$ cat src/rtl/pfd_pkg.sv
package pfd_pkg;

    typedef enum logic [1:0] {
        PD_IDLE      = 2'd0,
        PD_REF_AHEAD = 2'd1,
        PD_FB_AHEAD  = 2'd2,
        PD_CLEAR     = 2'd3
    } pd_state_e;

    typedef enum logic {
        LK_UNLOCKED = 1'b0,
        LK_LOCKED   = 1'b1
    } lk_state_e;

    localparam int NUM_INPUTS = 2;
    localparam int IDX_REF    = 0;
    localparam int IDX_FB     = 1;

endpackage

$ cat src/rtl/pfd_edge_det.sv
module pfd_edge_det #(
    parameter int WIDTH = 2
) (
    input  logic             clk,
    input  logic             rst_n,
    input  logic [WIDTH-1:0] din,
    output logic [WIDTH-1:0] rise
);

    logic [WIDTH-1:0] din_q;

    for (genvar g = 0; g < WIDTH; g++) begin : g_chan
        always_ff @(posedge clk or negedge rst_n) begin
            if (!rst_n) begin
                din_q[g] <= 1'b0;
            end else begin
                din_q[g] <= din[g];
            end
        end
        assign rise[g] = din[g] & ~din_q[g];
    end

endmodule

$ cat src/rtl/pfd_core_fsm.sv
module pfd_core_fsm
    import pfd_pkg::*;
#(
    parameter int ERR_W     = 8,
    parameter int MIN_PULSE = 2
) (
    input  logic             clk,
    input  logic             rst_n,
    input  logic             ref_rise,
    input  logic             fb_rise,
    output pd_state_e        state_o,
    output logic             cmp_done,
    output logic [ERR_W-1:0] cmp_err
);

    localparam int CLR_W = (MIN_PULSE > 1) ? $clog2(MIN_PULSE) : 1;
    localparam logic [ERR_W-1:0] ERR_MAX  = {ERR_W{1'b1}};
    localparam logic [CLR_W-1:0] CLR_LOAD = CLR_W'(MIN_PULSE - 1);

    pd_state_e        state_q, state_d;
    logic [ERR_W-1:0] err_q;
    logic [CLR_W-1:0] clr_q;

    // next-state logic
    always_comb begin
        state_d = state_q;
        unique case (state_q)
            PD_IDLE: begin
                if (ref_rise && fb_rise) begin
                    state_d = PD_CLEAR;
                end else if (ref_rise) begin
                    state_d = PD_REF_AHEAD;
                end else if (fb_rise) begin
                    state_d = PD_FB_AHEAD;
                end
            end
            PD_REF_AHEAD: if (fb_rise)  state_d = PD_CLEAR;
            PD_FB_AHEAD:  if (ref_rise) state_d = PD_CLEAR;
            PD_CLEAR:     if (clr_q == '0) state_d = PD_IDLE;
            default:      state_d = PD_IDLE;
        endcase
    end

    // state register and datapath counters
    always_ff @(posedge clk or negedge rst_n) begin
        if (!rst_n) begin
            state_q <= PD_IDLE;
            err_q   <= '0;
            clr_q   <= '0;
        end else begin
            state_q <= state_d;
            if (state_q == PD_IDLE) begin
                err_q <= ERR_W'(1);
            end else if ((state_q == PD_REF_AHEAD || state_q == PD_FB_AHEAD)
                         && state_d != PD_CLEAR && err_q != ERR_MAX) begin
                err_q <= err_q + 1'b1;
            end
            if (state_d == PD_CLEAR && state_q != PD_CLEAR) begin
                clr_q <= CLR_LOAD;
            end else if (state_q == PD_CLEAR && clr_q != '0) begin
                clr_q <= clr_q - 1'b1;
            end
        end
    end

    // comparison result outputs
    always_comb begin
        cmp_done = 1'b0;
        cmp_err  = '0;
        unique case (state_q)
            PD_IDLE: begin
                cmp_done = ref_rise && fb_rise;
            end
            PD_REF_AHEAD: begin
                cmp_done = fb_rise;
                cmp_err  = err_q;
            end
            PD_FB_AHEAD: begin
                cmp_done = ref_rise;
                cmp_err  = err_q;
            end
            PD_CLEAR: begin
                cmp_done = 1'b0;
            end
            default: begin
                cmp_done = 1'b0;
            end
        endcase
    end

    assign state_o = state_q;

endmodule

$ cat src/rtl/pfd_pump_map.sv
module pfd_pump_map
    import pfd_pkg::*;
(
    input  pd_state_e state_i,
    input  logic      pol_sel,
    output logic      pump_hi,
    output logic      pump_lo
);

    logic lead_up, lead_dn;

    always_comb begin
        lead_up = 1'b0;
        lead_dn = 1'b0;
        unique case (state_i)
            PD_IDLE:      begin lead_up = 1'b0; lead_dn = 1'b0; end
            PD_REF_AHEAD: begin lead_up = 1'b1; lead_dn = 1'b0; end
            PD_FB_AHEAD:  begin lead_up = 1'b0; lead_dn = 1'b1; end
            PD_CLEAR:     begin lead_up = 1'b1; lead_dn = 1'b1; end
            default:      begin lead_up = 1'b0; lead_dn = 1'b0; end
        endcase
        pump_hi = pol_sel ? lead_up : lead_dn;
        pump_lo = pol_sel ? lead_dn : lead_up;
    end

endmodule

$ cat src/rtl/pfd_lock_filter.sv
module pfd_lock_filter
    import pfd_pkg::*;
#(
    parameter int ERR_W      = 8,
    parameter int LOCK_COUNT = 3
) (
    input  logic             clk,
    input  logic             rst_n,
    input  logic             cmp_done,
    input  logic [ERR_W-1:0] cmp_err,
    input  logic [ERR_W-1:0] win_cycles,
    output logic             lock_flag
);

    localparam int RUN_W = (LOCK_COUNT > 1) ? $clog2(LOCK_COUNT) : 1;
    localparam logic [RUN_W-1:0] RUN_TOP = RUN_W'(LOCK_COUNT - 1);

    lk_state_e        state_q, state_d;
    logic [RUN_W-1:0] run_q,   run_d;
    logic             err_big;

    assign err_big = (cmp_err >= win_cycles);

    always_comb begin
        state_d = state_q;
        run_d   = run_q;
        unique case (state_q)
            LK_UNLOCKED: begin
                if (cmp_done) begin
                    if (err_big) begin
                        run_d = '0;
                    end else if (run_q >= RUN_TOP) begin
                        state_d = LK_LOCKED;
                    end else begin
                        run_d = run_q + 1'b1;
                    end
                end
            end
            LK_LOCKED: begin
                if (cmp_done && err_big) begin
                    state_d = LK_UNLOCKED;
                    run_d   = '0;
                end
            end
            default: begin
                state_d = LK_UNLOCKED;
                run_d   = '0;
            end
        endcase
    end

    always_ff @(posedge clk or negedge rst_n) begin
        if (!rst_n) begin
            state_q <= LK_UNLOCKED;
            run_q   <= '0;
        end else begin
            state_q <= state_d;
            run_q   <= run_d;
        end
    end

    always_comb begin
        unique case (state_q)
            LK_LOCKED:   lock_flag = 1'b1;
            LK_UNLOCKED: lock_flag = 1'b0;
            default:     lock_flag = 1'b0;
        endcase
    end

endmodule

$ cat src/rtl/pfd_lock_top.sv
module pfd_lock_top
    import pfd_pkg::*;
#(
    parameter int ERR_W      = 8,
    parameter int MIN_PULSE  = 2,
    parameter int LOCK_COUNT = 3
) (
    input  logic             clk,
    input  logic             rst_n,
    input  logic             ref_pulse,
    input  logic             fb_pulse,
    input  logic             pol_sel,
    input  logic [ERR_W-1:0] win_cycles,
    output logic             pump_hi,
    output logic             pump_lo,
    output logic             lock_flag
);

    logic [NUM_INPUTS-1:0] pulses, rises;
    pd_state_e             pd_state;
    logic                  cmp_done;
    logic [ERR_W-1:0]      cmp_err;

    assign pulses[IDX_REF] = ref_pulse;
    assign pulses[IDX_FB]  = fb_pulse;

    pfd_edge_det #(.WIDTH(NUM_INPUTS)) u_edges (
        .clk   (clk),
        .rst_n (rst_n),
        .din   (pulses),
        .rise  (rises)
    );

    pfd_core_fsm #(.ERR_W(ERR_W), .MIN_PULSE(MIN_PULSE)) u_core (
        .clk      (clk),
        .rst_n    (rst_n),
        .ref_rise (rises[IDX_REF]),
        .fb_rise  (rises[IDX_FB]),
        .state_o  (pd_state),
        .cmp_done (cmp_done),
        .cmp_err  (cmp_err)
    );

    pfd_pump_map u_map (
        .state_i (pd_state),
        .pol_sel (pol_sel),
        .pump_hi (pump_hi),
        .pump_lo (pump_lo)
    );

    pfd_lock_filter #(.ERR_W(ERR_W), .LOCK_COUNT(LOCK_COUNT)) u_lock (
        .clk        (clk),
        .rst_n      (rst_n),
        .cmp_done   (cmp_done),
        .cmp_err    (cmp_err),
        .win_cycles (win_cycles),
        .lock_flag  (lock_flag)
    );

endmodule

$ cat config.mk
export PLATFORM = sky130hd
export DESIGN_NAME = pfd_lock_top
export DESIGN_NICKNAME = d
export VERILOG_FILES = /design/src/rtl/pfd_pkg.sv /design/src/rtl/pfd_edge_det.sv /design/src/rtl/pfd_core_fsm.sv /design/src/rtl/pfd_pump_map.sv /design/src/rtl/pfd_lock_filter.sv /design/src/rtl/pfd_lock_top.sv
export SDC_FILE = /design/constraint.sdc
export NUM_CORES = 1
export LEC_CHECK = 0
export BUFFER_PORTS_ARGS = -buffer_cell sky130_fd_sc_hd__buf_2
export CAP_MARGIN = 20
export CORE_MARGIN = 2
export CORE_UTILIZATION = 49
export DETAILED_ROUTE_END_ITERATION = 8
export GPL_ROUTABILITY_DRIVEN = 0
export PLACE_DENSITY = 0.82
export SYNTH_ARGS = -nofsm -noshare
export SYNTH_HDL_FRONTEND = slang
export SYNTH_SLANG_ARGS = --single-unit
$ cat constraint.sdc
create_clock -name clk -period 3 [get_ports clk]
set_clock_uncertainty 0.15 [all_clocks]
set_input_delay 0.3 -clock clk [delete_from_list [all_inputs] [get_ports clk]]
set_output_delay 0.3 -clock clk [all_outputs]
set_load 0.005 [all_outputs]
==> reports/qor.yml, run 1 <==
power:
  internal_power_mw: 0.631
  comb_power_share_pct: 56.1
  p_seq_share_pct: 31.0
  vdd_drop_max_v: 0.000405
  leakage_nw: 0.643
  pwr-share-clk_pct: 12.9
  p_sw_mw: 0.498
  p_per_area_nw_per_um2: 852
  swShare_pct: 44.1
timing:
  drv_slew: 0
  hold_viol: 0
  finalCriticalPeriod_ns: 2.66
  tns_ns: 0
  fmax_mhz: 376
  tightest_slew_ns: 0.513
  finalSetupViolations: 0
  rsz0062_at_grt: "false"
  post-route-period-util_pct: 88.7
  max_slew_margin_pct: 65.8
critical_path:
  critPathCaptureType: "flop"
  worstPathRequired_ns: 3.07
  critPathArrivalTime_ns: 2.73
  setup.worst_path.start_class: "flop"
  critical_path_class: "flop to flop"
  path_max_fanout: 14
yosys:
  ys_top_cells_by_count: "16 x dfrtp_1, 14 x ha_1, 13 x a21oi_1"
  synthDominantCellAreaShare_pct: 34.7
  yosysSeqAreaShare_pct: 34.7
  yosysMostFrequentCell: "dfrtp_1"
  synth_area_leaders: "dfrtp_1 35%, ha_1 15%, a21oi_1 5.6%"
  synth_largest_area_cell: "dfrtp_1"
  netlist_area_um2: 1150
  synthDistinctLibCells: 36
  synth_ff_type: "dfrtp_1"
  ys_ff_latch: 16
  synth-warning-count: 0
  async_flop_share_pct: 100
  syn_avg_cell_area_um2: 9.16
  synth_edf_count: 0
  syn_inst: 126
  synth_nets: 153
cts:
  clkTransAtPathRegs_ns: 0.10
  cts_resized: 0
  clock_latency_ns: 0.29
  cts.sinks: 16
  cts_tree: "yes"
  clockBufferDepth: 2
  h-tree-depth: 1
  cts_setup_buffers: 0
  cts_root_buffer: "clkbuf_4"
  cts_buffers: 3
die:
  coreArea_um2: 2210
  rows: 17
  die_width_um: 52.5
  die_h_um: 52.5
  ios: 16
  start_util_pct: 52.1
  die_area_um2: 2760
detailed_routing:
  finalWirelength_mm: 2.37
  viasPerCell: 5.67
  wl_per_cell_um: 13.5
  firstDrtPassIters: 4
  vias: 992
  postRouteAntennaNets: 0
  dr.first_iter.drc_count: 21
  drc: 0
finish:
  nets: 175
  num_antenna_cells: 0
  drive_gt1_share_pct: 17.7
  synthToLayoutAreaGrowth_pct: 14.9
  fin_area_um2: 1330
  filler_cell_count: 209
global_routing:
  grt_pass1_vias: 1068
  track_usage_pct: 21.3
  grt_max_degree: 17
  gr-total-overflow: 0
  antenna_found_initial: 0
  grt_pass1_wl_mm: 4.37
worst_hold_path:
  hold_class: "input port to async pin"
placement:
  dp_hpwl_mm: 1.87
  placed_area_um2: 1260
  port_buffers: 15
job:
  maxCapViolCount: 0
run_status:
  run_status: "complete, no violations"
==> cell usage in the layout, fill, tap and decap left out, types with 2 or more instances in the layout <==
| cell | n |
|---|---|
| or3_1 | 3 |
| buf_2 | 15 |
| a211oi_1 | 2 |
| ha_1 | 14 |
| nand3_1 | 5 |
| nor2_1 | 9 |
| dfrtp_1 | 16 |
| dlygate4sd3_1 | 3 |
| o21ai_1 | 2 |
| o21ai_0 | 4 |
| o21a_1 | 3 |
| o211ai_1 | 2 |
| clkbuf_4 | 3 |
| mux2i_1 | 2 |
| nand2_1 | 7 |
| inv_1 | 11 |
| or4_1 | 2 |
| nand4_1 | 2 |
| o31ai_1 | 2 |
| or2_2 | 2 |
| and2_1 | 7 |
| nand2b_1 | 2 |
| a21oi_1 | 13 |
==> final timing paths <==
kind	from	endpoint	slack (ns)	cells past startpoint
min in group clk	win_cycles[7]	u_lock.run_q[0]	0.40	6
worst max register to register	u_core.state_o[1]	u_core.err_q[7]	0.34	8
worst max-delay path	u_core.state_o[1]	u_core.err_q[7]	0.34	8
worst min register to register	u_core.clr_q	u_core.clr_q	0.41	2
max in group asynchronous	rst_n	u_core.err_q[3]	2.13	2
worst min-delay path	rst_n	u_lock.run_q[0]	0.30	2
==> layout make-up <==
cell class	count	area (µm²)	area share, %
Tap cell	28	35.0	2.64
Sequential cell	16	400	30.2
Multi-Input combinational cell	95	687	51.8
Inverter	13	53.8	4.06
Clock buffer	4	36.3	2.74
Timing Repair Buffer	19	113	8.50
==> state kept, by name, summed over array words and instances (netlist names) <==
register and count:
u_core.clr_q 1, u_lock.run_q 2, u_edges.din_q 2, u_lock.state_q 1, u_core.err_q 8, u_core.state_o 2
==> logic make-up after synthesis <==
| family | synth area share, % |
|---|---|
| flip-flops | 34.7 |
| multiplexers | 1.74 |
| AO/OA/AOI/OAI | 22.7 |
| adder cells (fa/ha/maj) | 15.2 |
| buffers and inverters | 5.75 |
| XOR/XNOR | 0.759 |
| AND/OR/NAND/NOR | 19.2 |
==> per-stage QoR <==
step                      total power, mW  util (%)  hold WS [ns]  setup WS [ns]  instances
final                                1.13      59.9         0.295          0.340        175
after floorplan                     0.839         -        -0.146          0.697        126
after detailed placement            0.987      56.9        0.0934          0.350        168
after global routing                 1.24      59.9         0.344          0.122        175
after global placement              0.956      56.9        0.0841          0.414        168
after CTS                            1.14      59.9         0.315          0.309        175
==> timing repair <==
| item | 4_1_cts | 5_1_grt |
|---|---|---|
| hold buffers | 3 | 0 |
| setup endpoints to repair | 0 | 0 |
| hold endpoints to repair | 18 | 0 |
==> power groups by stage <==
stage               logic [mW]  registers, mW  clock network [mW]
floorplan                0.501          0.338                   0
global placement         0.607          0.349                   0
detailed placement       0.632          0.355                   0
CTS                      0.638          0.350               0.150
global route             0.723          0.361               0.156
finish                   0.633          0.351               0.146
==> per-layer routing <==
layer	track usage [%]	wire (µm)	vias to the layer above
met1	23.2	1020	482
met4	6.84	38	0
met2	39.6	1230	13
met5	0	0	-
met3	5.43	79	4
li1	-	-	493
==> critical path: stages, from the launching register on <==
cell,delay [ns]
dfrtp_1,0.48
inv_1,0.13
ha_1,0.49
inv_2,0.12
a211oi_1,0.31
o41ai_2,0.09
buf_4,0.18
or4_1,0.48
a21oi_1,0.16
(Power assumes the default switching activity.)
==> run 2: changes to the inputs <==
- ABC_AREA: default -> 1
- MAX_ROUTING_LAYER: default -> met4
- PLACE_DENSITY: 0.82 -> 0.81
- RECOVER_POWER: default -> 25
==> run 2 against run 1 <==
  * Combinational power up 10%
  * Register-to-register slack gained 0.34 ns
  * Final cell count grew 35%
  * First-iteration DRC count up 100%
  * Total power grew 4.4%
  * Synthesized area is 16% higher
  * Setup slack better by 0.34 ns
  * Flip-flop and latch count is the same
  * Via count up 21%
  * Sequential power shrank 4%
  * Routed wire length increased by 12%
  * Largest cell class unchanged
==> reports/qor.yml, run 2 <==
yosys:
  synth_compound_area_share_pct: 7.87  # -15 points
  ys_ff_latch: 16  # unchanged
  syn_inst: 189  # +50%
  synth_largest_area_cell: "dfrtp_1"
  syn_avg_cell_area_um2: 7.06  # -23%
  netlist_area_um2: 1340  # +16%
  synth_ff_type: "dfrtp_1"
  synth_fa_ha_area_share_pct: 13.1  # -2.1 points
  synthXorXnorAreaFrac_pct: 1.97  # +1.2 points
  synthSimpleGateAreaFrac_pct: 33.8  # +15 points
  synth_nets: 216  # +41%
  synthDistinctLibCells: 23  # -36%
  async_flop_share_pct: 100  # unchanged
  yosysMostFrequentCell: "nand2_1"
  yosysSeqAreaShare_pct: 30.0  # -4.7 points
  synth_edf_count: 0  # unchanged
  synth_area_leaders: "dfrtp_1 30%, nand2_1 14%, ha_1 13%"
  synthDominantCellAreaShare_pct: 30.0  # -4.7 points
  synth-warning-count: 0  # unchanged
  ys_top_cells_by_count: "50 x nand2_1, 40 x inv_1, 18 x nand3_1"
  synth_top_family_by_area: "simple AND/OR/NAND/NOR gates"
  synthMuxAreaShare_pct: 0  # -1.7 points
finish:
  layout.cells.non_filler: 237  # +35%
  layout_common_cells: "50 x nand2_1, 40 x inv_1, 18 x nand3_1"
  fin_area_um2: 1490  # +12%
  largest_reg_flops: 8  # unchanged
  final_util_pct: 59.0  # -0.92 points
  drive_gt1_share_pct: 12.1  # -5.6 points
  final_common_cell: "nand2_1"
  largest_register: "u_core.err_q"
  nets: 235  # +34%
  synthToLayoutAreaGrowth_pct: 11.4
  num_antenna_cells: 0  # unchanged
cts:
  h-tree-depth: 1  # unchanged
  clkTransAtPathRegs_ns: 0.10  # about the same
  clockBufferDepth: 2  # unchanged
  cts_setup_buffers: 0  # unchanged
  clock_latency_ns: 0.29  # about the same
  cts_tree: "yes"
  cts.sinks: 16  # unchanged
  cts_root_buffer: "clkbuf_4"
  cts_buffers: 3  # unchanged
detailed_routing:
  viasPerCell: 5.06  # -11%
  dr.first_iter.drc_count: 42  # +100%
  vias: 1200  # +21%
  finalWirelength_mm: 2.65  # +12%
  firstDrtPassIters: 5  # +1
  drc: 0  # unchanged
  wl_per_cell_um: 11.2  # -17%
  postRouteAntennaNets: 0  # unchanged
critical_path:
  ff2ff_setup_slack_ns: 0.68  # +0.34 ns
  critPathCaptureType: "flop"
  critical_path_class: "flop to flop"
  path_max_fanout: 9  # -5
  setup.worst_path.start_class: "flop"
  worstPathRequired_ns: 3.04  # -0.03 ns
  r2r_cells: 12  # +4
  critPathArrivalTime_ns: 2.36  # -0.37 ns
  r2r-start: "u_core.state_o[1]"
  rr_endpoint: "u_lock.run_q[1]"
global_routing:
  grt_util_met3_pct: 3.26  # -2.2 points
  track_usage_pct: 19.3  # -2.0 points
  gr-total-overflow: 0  # unchanged
  grt_pass1_vias: 1191  # +12%
  grt_max_degree: 17  # unchanged
  top_usage_layer: "met2"
  antenna_found_initial: 0  # unchanged
  grt_pass1_wl_mm: 4.78  # +9.3%
  grt_util_met1_pct: 24.6  # +1.4 points
  grt_use_met2_pct: 29.1  # -11 points
timing:
  tns_ns: 0  # unchanged
  post-route-period-util_pct: 77.4  # -11 points
  finalCriticalPeriod_ns: 2.32  # -0.339 ns
  fmax_mhz: 431  # +15%
  max_slew_margin_pct: 39.1  # -27 points
  finalSetupViolations: 0  # unchanged
  rsz0062_at_grt: "false"
  tightest_slew_ns: 0.914  # +0.401 ns
  drv_slew: 0  # unchanged
  hold_viol: 0  # unchanged
die:
  ios: 16  # unchanged
  die_h_um: 56.2  # +7.0%
  coreArea_um2: 2520  # +14%
  die_area_um2: 3160  # +14%
  start_util_pct: 52.9  # +0.78 points
  die_width_um: 56.2  # +7.0%
  rows: 18  # +1
placement:
  placed_area_um2: 1430  # +13%
  port_buffers: 15  # unchanged
  dp_cells: 230  # +37%
  dp_hpwl_mm: 1.96  # +5.3%
worst_hold_path:
  hold_start: "u_core.clr_q"
  hold_class: "flop to flop"
  hold_depth: 2
  whs_endpoint: "u_core.clr_q"
run_status:
  run_status: "complete, no violations"
job:
  maxCapViolCount: 0  # unchanged
power:
  vdd_drop_max_v: 0.000776  # +91%
  leakage_nw: 0.908  # +41%
  p_per_area_nw_per_um2: 793  # -7.0%
  total_power_mw: 1.18  # +4.4%
## run 2: cell count changes after synthesis, moves of 3 or more
cell | before | now
or3_1 | 3 | 0
o21a_1 | 3 | 0
and2_1 | 7 | 0
nand3_1 | 5 | 18
nand2_1 | 7 | 50
a21oi_1 | 13 | 6
inv_1 | 11 | 40
nand4_1 | 2 | 12
## run 2: cell families after synthesis
kind of cell / Yosys count
AO/OA/AOI/OAI: 16
adder cells (fa/ha/maj): 14
buffers and inverters: 45
AND/OR/NAND/NOR: 95
flip-flops: 16
XOR/XNOR: 3
## run 2: worst max path at each step
stage | startpoint | to | slack (ns) | cells past startpoint
after floorplan | u_core.state_o[0] | u_lock.run_q[1] | 0.88 | 13
final | u_core.state_o[1] | u_lock.run_q[1] | 0.68 | 12
after global routing | u_core.state_o[1] | u_lock.run_q[1] | 0.43 | 12
after CTS | u_core.state_o[1] | u_lock.run_q[1] | 0.67 | 12
after global placement | u_core.state_o[1] | u_lock.run_q[0] | 0.78 | 12
after detailed placement | u_core.state_o[1] | u_lock.run_q[1] | 0.68 | 12
## run 2: through the flow
stage                     hold slack (ns)  setup WS, ns
after global routing                0.445         0.427
after global placement             0.0921         0.784
final                               0.383         0.679
after detailed placement           0.0885         0.684
after floorplan                    -0.146         0.877
after CTS                           0.306         0.673
## run 2: critical path, cell delays in order, from the launching register on
cell and delay (ns):
dfrtp_1 0.44, inv_1 0.10, ha_1 0.40, nand2_1 0.11, inv_1 0.05, ha_1 0.29
nand2_1 0.06, nor2_1 0.16, nand4_1 0.16, nand3b_1 0.13, nand2_1 0.07, nand2_1 0.06
nand2_1 0.05
## run 2: what timing repair did
item | in CTS | in global routing
gates resized for setup | 0 | 0
hold endpoints to repair | 18 | 0
hold buffers | 3 | 0
## run 2: routing by layer
| metal | vias up | wire length (µm) |
|---|---|---|
| met5 | - | 0 |
| met4 | 0 | 17 |
| met3 | 2 | 99 |
| met2 | 23 | 1220 |
| met1 | 542 | 1320 |
| li1 | 633 | - |
## run 2: power breakdown
part	internal [mW]	total, mW	switching [mW]
Clock	0.0739	0.146	0.0718
Sequential	0.273	0.336	0.0626
Combinational	0.243	0.698	0.454
Total	0.590	1.18	0.589
## run 2: cell type report
class	instances	area [µm²]
clock buffers	4	36.3
fillers	236	1030
inverters	41	154
multi-input cells	128	758
flip-flops and latches	16	400
well taps	30	37.5
repair buffers	18	101
==> run 3: changes to the inputs <==
- PLACE_DENSITY: 0.81 -> 0.84
- clock period: 3 -> 2 ns (I/O delays scaled with it)
==> run 3 against run 2 <==
  * The run now ends with setup timing left
  * Final cell count is 5.1% higher
  * Design area up 12%
  * First-iteration DRC count grew 26%
==> reports/qor.yml, run 3 (synthesized netlist as in run 2, its figures left out) <==
run_status:
  run_status: "finished, violations left"
  violations: "setup timing"
worst_hold_path:
  hold_depth: 5  # +3
  hold_start: "win_cycles[0]"
  hold_class: "input port to flop"
  whs_endpoint: "u_lock.state_q"
finish:
  synthToLayoutAreaGrowth_pct: 24.7
  layout_common_cells: "43 x nand2_1, 33 x inv_1, 18 x nand3_1"
  nets: 247  # +5.1%
  final_common_cell: "nand2_1"
  num_antenna_cells: 0  # unchanged
  final_util_pct: 66.0  # +7.0 points
  largest_register: "u_core.err_q"
  drive_gt1_share_pct: 27.4  # +15 points
  largest_reg_flops: 8  # unchanged
power:
  total_power_mw: 2.08  # +76%
  vdd_drop_max_v: 0.000992  # +28%
  p_per_area_nw_per_um2: 1250  # +57%
  leakage_nw: 0.962  # +6.0%
timing:
  tightest_slew_ns: 0.884  # -0.0298 ns
  rsz0062_at_grt: "true"
  hold_viol: 0  # unchanged
  fmax_mhz: 495  # +15%
  tns_ns: -0.0409  # -0.0409 ns
  drv_slew: 0  # unchanged
  max_slew_margin_pct: 41.1  # +2.0 points
  finalSetupViolations: 2  # +2
  finalCriticalPeriod_ns: 2.02  # -0.300 ns
  post-route-period-util_pct: 101  # +24 points
  layout_setup_ws_ns: -0.0212  # -0.700 ns
die:
  die_area_um2: 3160  # unchanged
  rows: 18  # unchanged
  die_h_um: 56.2  # unchanged
  die_width_um: 56.2  # unchanged
  start_util_pct: 52.9  # unchanged
  ios: 16  # unchanged
  coreArea_um2: 2520  # unchanged
critical_path:
  ff2ff_setup_slack_ns: -0.02  # -0.70 ns
  worstPathRequired_ns: 2.05  # -0.99 ns
  setup.worst_path.start_class: "flop"
  r2r_cells: 15  # +3
  critical_path_class: "flop to flop"
  r2r-start: "u_core.state_o[0]"
  critPathArrivalTime_ns: 2.07  # -0.29 ns
  critPathCaptureType: "flop"
  rr_endpoint: "u_lock.run_q[1]"
  path_max_fanout: 6  # -3
cts:
  cts_tree: "yes"
  clkTransAtPathRegs_ns: 0.10  # about the same
  cts.sinks: 16  # unchanged
  cts_root_buffer: "clkbuf_4"
  cts_buffers: 3  # unchanged
  h-tree-depth: 1  # unchanged
  clock_latency_ns: 0.30  # about the same
  clockBufferDepth: 2  # unchanged
job:
  maxCapViolCount: 0  # unchanged
placement:
  dp_worst_setup_slack_ns: -0.00937  # -0.694 ns
  dp_hpwl_mm: 2.04  # +4.0%
  port_buffers: 15  # unchanged
detailed_routing:
  vias: 1285  # +7.1%
  wl_per_cell_um: 11.9  # +5.9%
  drc: 0  # unchanged
  dr.first_iter.drc_count: 53  # +26%
  finalWirelength_mm: 2.95  # +11%
  viasPerCell: 5.16  # +1.9%
  postRouteAntennaNets: 0  # unchanged
  firstDrtPassIters: 4  # -1
global_routing:
  track_usage_pct: 18.7  # -0.60 points
  antenna_found_initial: 0  # unchanged
  gr-total-overflow: 0  # unchanged
  grt_pass1_wl_mm: 4.51  # -5.8%
  grt_max_degree: 17  # unchanged
  grt_pass1_vias: 1057  # -11%
[run 3: cell types whose count changed in the layout (fill, tap and decap cells not counted), moves of 2 or more]
cell / change
buf_4: +11
inv_1: -7
inv_2: +7
nand2_1: -7
nand2_2: +7
ha_1: -4
ha_4: +4
buf_2: +2
clkbuf_1: -2
nor2_1: -2
[run 3: layout make-up]
class | count | area (µm²)
Fill cell | 210 | 857
Multi-Input combinational cell | 128 | 840
Sequential cell | 16 | 400
Timing Repair Buffer | 30 | 198
Inverter | 41 | 154
Tap cell | 30 | 37.5
Clock buffer | 4 | 36.3
[run 3: metrics by stage]
step / cells / cell area [µm²] / hold slack, ns
3_3_place_gp: 237 / 1490 / -0.0173
3_5_place_dp: 237 / 1490 / -0.0142
6_report: 249 / 1670 / 0.309
2_1_floorplan: 189 / 1360 / -0.246
4_1_cts: 245 / 1570 / 0.195
5_1_grt: 249 / 1670 / 0.316
[run 3: worst max path at each step]
stage / startpoint / endpoint / slack [ns]
2_1_floorplan: u_core.state_o[1] / u_lock.run_q[1] / -0.04
3_3_place_gp: u_core.state_o[1] / u_lock.run_q[1] / 0.07
3_5_place_dp: u_core.state_o[1] / u_lock.run_q[1] / -0.009
4_1_cts: u_core.state_o[1] / u_lock.run_q[1] / 0.02
5_1_grt: u_core.state_o[1] / u_lock.run_q[1] / -0.16
6_report: u_core.state_o[0] / u_lock.run_q[1] / -0.02
[run 3: timing repair]
action                                  4_1_cts  5_1_grt
endpoints found under the setup margin        2        3
pin swaps                                     1       15
gates resized for setup                       0       24
endpoints found under the hold margin        18        0
setup buffers                                 1        4
cloned                                        0        0
hold buffers                                  3        0
[run 3: report_power, final]
part	internal [mW]	switching, mW
Clock	0.111	0.110
Combinational	0.570	0.794
Sequential	0.410	0.0812
[run 3: layer usage]
metal  up-vias  global-route usage [%]  wire length [µm]
li1        665                       -                 -
met1       576                    27.0              1370
met2        40                    27.2              1390
met3         4                    4.19               173
met4         0                    3.06                19
met5         -                       -                 0
[run 3: critical path, cell delays in order, from the launching register on]
cell,delay [ns]
dfrtp_1,0.40
inv_2,0.08
ha_4,0.22
buf_6,0.13
nand2_2,0.07
inv_2,0.03
ha_1,0.28
nand2_2,0.05
inv_2,0.06
nand2_2,0.04
nand2_2,0.07
nand2_1,0.05
nand3b_1,0.10
nand2_1,0.08
nand2_1,0.06
nand2_1,0.05
